`src/rtl/fbo_pkg.sv`:
```
package fbo_pkg;

    typedef enum logic {
        MODE_ADDRESSED = 1'b0,
        MODE_RING      = 1'b1
    } own_mode_e;

    typedef struct packed {
        own_mode_e mode;
        logic      started;
        logic      owner;
        logic      sync;
    } own_state_t;

endpackage

```
`src/rtl/fbo_addr_match.sv`:
```
module fbo_addr_match #(
    parameter int ADDR_W = 6,
    parameter int ID_W   = 3
) (
    input  logic [ADDR_W-1:0] qaddr_i,
    input  logic [ID_W-1:0]   dev_id_i,
    input  logic              fstrobe_i,
    input  logic              qsel_i,
    output logic              take_o,
    output logic              hit_o
);
    localparam int TOP = ADDR_W - 1;

    // a select is only honoured when no queue select collides with it
    assign take_o = fstrobe_i & ~qsel_i;
    assign hit_o  = (qaddr_i[TOP -: ID_W] == dev_id_i);

endmodule

```
`src/rtl/fbo_ring_step.sv`:
```
module fbo_ring_step (
    input  logic started_i,
    input  logic master_i,
    input  logic token_i,
    output logic own_next_o,
    output logic sync_next_o
);
    always_comb begin
        if (!started_i) begin
            own_next_o  = master_i;
            sync_next_o = master_i;
        end else begin
            own_next_o  = token_i;
            sync_next_o = 1'b0;
        end
    end

endmodule

```
`src/rtl/fbo_drive_stage.sv`:
```
module fbo_drive_stage #(
    parameter int BUS_W = 8
) (
    input  logic             owner_i,
    input  logic [BUS_W-1:0] flags_i,
    output logic [BUS_W-1:0] bus_o,
    output logic [BUS_W-1:0] bus_oe_o
);
    for (genvar b = 0; b < BUS_W; b++) begin : g_lane
        assign bus_oe_o[b] = owner_i;
        assign bus_o[b]    = owner_i ? flags_i[b] : 1'b0;
    end

endmodule

```
`src/rtl/flagbus_owner_ctl.sv`:
```
module flagbus_owner_ctl
    import fbo_pkg::*;
#(
    parameter int BUS_W  = 8,
    parameter int ADDR_W = 6,
    parameter int ID_W   = 3
) (
    input  logic              clk,
    input  logic              rst_n,
    input  logic              mode_strap_i,
    input  logic              master_strap_i,
    input  logic [ID_W-1:0]   dev_id_i,
    input  logic [ADDR_W-1:0] qaddr_i,
    input  logic              fstrobe_i,
    input  logic              qsel_i,
    input  logic              token_i,
    input  logic [BUS_W-1:0]  qflags_i,
    output logic [BUS_W-1:0]  bus_o,
    output logic [BUS_W-1:0]  bus_oe_o,
    output logic              token_o,
    output logic              sync_o
);
    localparam int TOP = ADDR_W - 1;

    own_state_t       st_d, st_q;
    logic [BUS_W-1:0] flags_d, flags_q;
    logic             sel_take, sel_hit;
    logic             ring_own, ring_sync;

    fbo_addr_match #(.ADDR_W(ADDR_W), .ID_W(ID_W)) u_match (
        .qaddr_i   (qaddr_i),
        .dev_id_i  (dev_id_i),
        .fstrobe_i (fstrobe_i),
        .qsel_i    (qsel_i),
        .take_o    (sel_take),
        .hit_o     (sel_hit)
    );

    fbo_ring_step u_ring (
        .started_i   (st_q.started),
        .master_i    (master_strap_i),
        .token_i     (token_i),
        .own_next_o  (ring_own),
        .sync_next_o (ring_sync)
    );

    always_comb begin
        st_d         = st_q;
        flags_d      = qflags_i;
        st_d.started = 1'b1;
        st_d.sync    = 1'b0;
        if (st_q.mode == MODE_RING) begin
            st_d.owner = ring_own;
            st_d.sync  = ring_sync;
        end else if (sel_take) begin
            st_d.owner = sel_hit;
        end
    end

    always_ff @(posedge clk) begin
        if (!rst_n) begin
            st_q.mode    <= own_mode_e'(mode_strap_i);
            st_q.started <= 1'b0;
            st_q.owner   <= 1'b0;
            st_q.sync    <= 1'b0;
            flags_q      <= '0;
        end else begin
            st_q    <= st_d;
            flags_q <= flags_d;
        end
    end

    fbo_drive_stage #(.BUS_W(BUS_W)) u_drive (
        .owner_i  (st_q.owner),
        .flags_i  (flags_q),
        .bus_o    (bus_o),
        .bus_oe_o (bus_oe_o)
    );

    assign token_o = (st_q.mode == MODE_RING) & st_q.owner;
    assign sync_o  = st_q.sync;

    // matching select gives ownership on the next cycle
    p_addr_take_r3: assert property (@(posedge clk) disable iff (!rst_n)
        (st_q.mode == MODE_ADDRESSED && fstrobe_i && !qsel_i
         && qaddr_i[TOP -: ID_W] == dev_id_i) |=> bus_oe_o[0]);

    // a select naming another device drops ownership
    p_addr_drop_r3: assert property (@(posedge clk) disable iff (!rst_n)
        (st_q.mode == MODE_ADDRESSED && fstrobe_i && !qsel_i
         && qaddr_i[TOP -: ID_W] != dev_id_i) |=> bus_oe_o == '0);

    // colliding strobes keep the present ownership
    p_collide_hold_r6: assert property (@(posedge clk) disable iff (!rst_n)
        (st_q.mode == MODE_ADDRESSED && fstrobe_i && qsel_i)
        |=> $stable(bus_oe_o));

    // token received becomes ownership next cycle
    p_ring_pass_r9: assert property (@(posedge clk) disable iff (!rst_n)
        (st_q.mode == MODE_RING && st_q.started && token_i) |=> token_o);

    // the start pulse only accompanies a held token
    p_sync_owned_r8: assert property (@(posedge clk) disable iff (!rst_n)
        sync_o |-> token_o);

    // driven data trails the local flags by one edge
    p_data_lag_r10: assert property (@(posedge clk) disable iff (!rst_n)
        bus_oe_o[0] |-> bus_o == $past(qflags_i));

endmodule

```
`config.mk`:
```
export PLATFORM = sky130hd
export DESIGN_NAME = flagbus_owner_ctl
export DESIGN_NICKNAME = d
export VERILOG_FILES = /design/src/rtl/fbo_pkg.sv /design/src/rtl/fbo_addr_match.sv /design/src/rtl/fbo_ring_step.sv /design/src/rtl/fbo_drive_stage.sv /design/src/rtl/flagbus_owner_ctl.sv
export SDC_FILE = /design/constraint.sdc
export NUM_CORES = 1
export LEC_CHECK = 0
export ABC_AREA = 1
export CORE_MARGIN = 2
export CORE_UTILIZATION = 35
export DETAILED_ROUTE_END_ITERATION = 6
export PLACE_DENSITY = 0.84
export SLEW_MARGIN = 30
export SYNTH_ARGS = -nofsm -noshare
export SYNTH_HDL_FRONTEND = slang
export SYNTH_SLANG_ARGS = --single-unit
```
`constraint.sdc`:
```
create_clock -name clk -period 1.4 [get_ports clk]
set_clock_uncertainty 0.05 [all_clocks]
set_input_delay 0.28 -clock clk [delete_from_list [all_inputs] [get_ports clk]]
set_output_delay 0.28 -clock clk [all_outputs]
set_load 0.05 [all_outputs]
```
; ---- After elaboration in Yosys (flattened, before gate mapping)
; Index checks and enable logic that the tools add are counted.
[totals]
reg_bits = 12
latchBits = 0
ram_bits = 0
mem_bits_ro = 0
in_bits = 24
output_inout_bits = 18
wordCells = 27
memories = 0
[op_classes]
add_sub_neg = 0
mul = 0
n_div = 0
order_cmp = 0
n_eq_ne = 1
n_shift = 0
n_mux = 14
bitwise_logic = 5
n_reduce_logical = 2
[ops]
columns = cell, n
row1 = $mux 1, 13
row2 = $eq 3x3->1, 1
row3 = $mux 3, 1
row4 = $not 1->1, 3
row5 = $reduce_or 3->1, 1
row6 = $and 1x1->1, 2
row7 = $reduce_bool 2->1, 1

; ---- Depth between registers and ports, before layout
[logic_depth]
word_depth = 5
ltp_mapped = 6
depth_no_buf = 6

; ---- Modules after synthesis
; From an unflattened synthesis, not the netlist that was laid out.
[hier_totals]
cells_unflattened = 83
hier_area_um2 = 575.6
[by_module_without_submodules]
columns = module, n_inst, cells_each, area_per_inst_um2, seq_area_each_um2
row1 = flagbus_owner_ctl, 1, 42, 375.4, 250.2
row2 = fbo_drive_stage, 1, 25, 125.1, 0.0
row3 = fbo_addr_match, 1, 11, 51.3, 0.0
row4 = fbo_ring_step, 1, 5, 23.8, 0.0

; ---- Worst setup path before layout
; OpenSTA, ideal clock, no wires.
[synth_timing]
path_type = register to output
startpoint = register st_q[1] (netlist name)
endpoint = output port bus_o[0]
arrival_ns = 1.000
required_time_ns = 1.070
slack_ns = 0.070
stages_incl_launch_ff = 4
path_buffers = 1
path_cell_list = dfxtp_1 buf_2 nand2_1 inv_1
[synth_between]
elab_chain_len = 1
[synth_lines]
columns = element, line_no
row1 = "start, declared", flagbus_owner_ctl.sv:25  ; own_state_t st_d, st_q;
row2 = "start signal, assigned", flagbus_owner_ctl.sv:68  ; st_q <= st_d;
row3 = $mux 1, fbo_drive_stage.sv:11  ; assign bus_o[b] = owner_i ? flags_i[b] : 1'b0;
row4 = "end, declared", flagbus_owner_ctl.sv:18  ; output logic [BUS_W-1:0] bus_o,
; No other way between the ends.

; ---- Worst setup path after layout
[layout_timing]
startpoint = register st_q[1] (netlist name)
endpoint = output port bus_o[3]
; The elaborated chain is that of the path after synthesis.

==> impl_metrics.yaml <==
outcome:
  outcome: "completed"
placement:
  portBuffers: 38
  place_hpwl_mm: 1.07
  gp_congestion: 0.715
  dp_cells: 133
  place_ws_ns: 0.0866
cts:
  cts_root_buffer: "clkbuf_4"
  clock_sinks: 12
  insertion_delay_ns: 0.28
  clock_path_buffers: 2
  numCtsBuffers: 3
  h-tree-depth: 1
  cts_hold_buffers: 0
  cts.reportedPaths.clkPinSlew_ns: 0.07
  cts_tree: "done"
routing:
  first_pass_iters: 4
  remaining_drc_errors: 0
  postRouteAntennaNets: 0
  vias_per_cell: 4.37
  wl_per_cell_um: 10.0
  dr.first_iter.drc_count: 9
  via_count: 603
  wirelength_mm: 1.39
pwr:
  power.static_leakage_nw: 0.634
  cellPowerDensity_nw_per_um2: 893
  irDropWorstVdd_uv: 549
floorplanning:
  start_util_pct: 37.5
  coreArea_um2: 1510
  die_area_um2: 1950
  dieWidth_um: 44.2
  rows: 14
  boundaryPins: 42
  die_h_um: 44.2
synth:
  synth_top_area_share_pct: 39.0
  yosys_warnings: 0
  syn_nets: 110
  syn_area_um2: 564
  synth.distinct_cells: 9
  synth.largest_area_cell: "dfxtp_1"
  netlist_instances: 86
  synth.area.top_cells: "dfxtp_1 (39%), nand2_1 (21%), inv_1 (17%)"
  synth-seq-cells: 12
  syn_avg_cell_area_um2: 6.56
  yosysSeqAreaShare_pct: 44.3
worst_hold_path:
  hp-class: "in -> reg"
timing:
  clock.fmax_mhz: 732
  fin_tns_setup_ns: 0
  tightest_slew_ns: 0.251
  layout_setup_ws_ns: 0.0336
  period_share_pct: 97.6
  setup_viol: 0
  slew_headroom_pct: 83.2
  period_needed_ns: 1.37
  drv_slew: 0
  hold_viol_final: 0
  rsz0062_at_grt: "yes"
  hold_ws_ns: 0.472
worst_setup_path:
  critPathKind: "reg -> out"
  cp-start-kind: "register"
  endpoint_kind: "primary output"
  rrSetupSlack_ns: 0.52
  crit_end: "bus_o[3]"
  cp_max_fo: 6
  cp.arrival_ns: 1.04
  r2r-end: "st_q[1]"
  ff2ff_path_depth: 3
  required_ns: 1.07
  rr_startpoint: "st_q[1]"
  critPathLaunch: "st_q[1]"
cells_and_area:
  antenna_cells: 0
  nNetsFinal: 147
  finalNonFillerCells: 138
  layout-drive-gt1-share_pct: 28.7
  n_fill_cell: 100
  ff_latch_area_um2: 254
  syn_to_final_growth_pct: 105
  multi_input_area_um2: 151
grt:
  antenna_found_initial: 0
  grt_usage_pct: 17.2
  busiest_layer: "met2"
  grt_pass1_wl_mm: 2.41
  use_met1_pct: 15.0
  gr-usage-met2_pct: 33.5
  grt_max_degree: 9
  grtUsageMet3_pct: 7.76
  grt-ovfl-total: 0
  grt_pass1_vias: 587
job:
  max_cap_violations: 0
## report_power, final
group,switching (mW),internal [mW]
clock network,0.119,0.158
logic,0.185,0.192
registers,0.0127,0.366
## cells by family (layout without fill, tap and decap cells)
group                  after synthesis  after routing  share of synthesized area, %
AOI/OAI and AO/OA                    2              2                          1.77
and+or+nand+nor                     36             36                          24.2
buffers and inverters               36             72                          29.7
DFF                                 12             12                          44.3
## metal layers
| layer | routed length (um) | up-vias |
|---|---|---|
| met5 | 0 | - |
| met3 | 124 | 2 |
| li1 | - | 299 |
| met4 | 16 | 0 |
| met1 | 427 | 272 |
| met2 | 818 | 30 |
## Yosys cell counts
cell type	instances
buf_2	2
edfxtp_1	1
inv_1	26
buf_4	8
nor2_1	3
a21oi_1	2
dfxtp_1	11
nand3_1	1
nand2_1	32
## layout make-up
| cell class | instances | area share, % |
|---|---|---|
| Clock buffer | 4 | 3.14 |
| Inverter | 26 | 8.43 |
| Multi-Input combinational cell | 38 | 13.1 |
| Sequential cell | 12 | 21.9 |
| Tap cell | 16 | 1.73 |
| Timing Repair Buffer | 42 | 51.7 |
## repair_timing
item,4_1_cts,5_1_grt
endpoints found under the setup margin,13,14
resized for setup,6,6
setup buffers,1,0
## worst min-delay path by stage
| stage | start | end | slack, ns | cells past startpoint |
|---|---|---|---|---|
| finish | qflags_i[2] | flags_q[2] | 0.47 | 3 |
| global route | qflags_i[3] | flags_q[3] | 0.47 | 3 |
| CTS | qflags_i[0] | flags_q[0] | 0.47 | 3 |
| detailed placement | st_q[2] | sync_o | 0.48 | 3 |
| global placement | st_q[2] | sync_o | 0.44 | 3 |
| floorplan | rst_n | st_q[2] | 0.26 | 0 |
## registers in the layout, summed over array words and instances, names as in the netlist
signal	count
flags_q	8
st_d	1
st_q	2
sync_o	1
## placed cells by master, fill, tap and decap left out, drive strengths merged
master	n
inv	26
buf	22
clkdlybuf4s50	20
nand2	32
dfxtp	11
a21oi	2
clkbuf	4
edfxtp	1
nor2	3
nand3	1
## worst max-delay path: stages, from the launching register on
cell     delay (ns)
dfxtp_4        0.38
buf_6          0.12
nand2_1        0.06
inv_2          0.07
buf_12         0.13
## through the flow
step	power [mW]	area (um2)	utilization [%]
floorplan	0.567	564	-
finish	1.03	1160	76.8
global placement	0.743	1100	72.8
CTS	1.04	1150	76.2
global route	1.08	1160	76.8
detailed placement	0.753	1100	72.8
(Power assumes the default switching activity.)
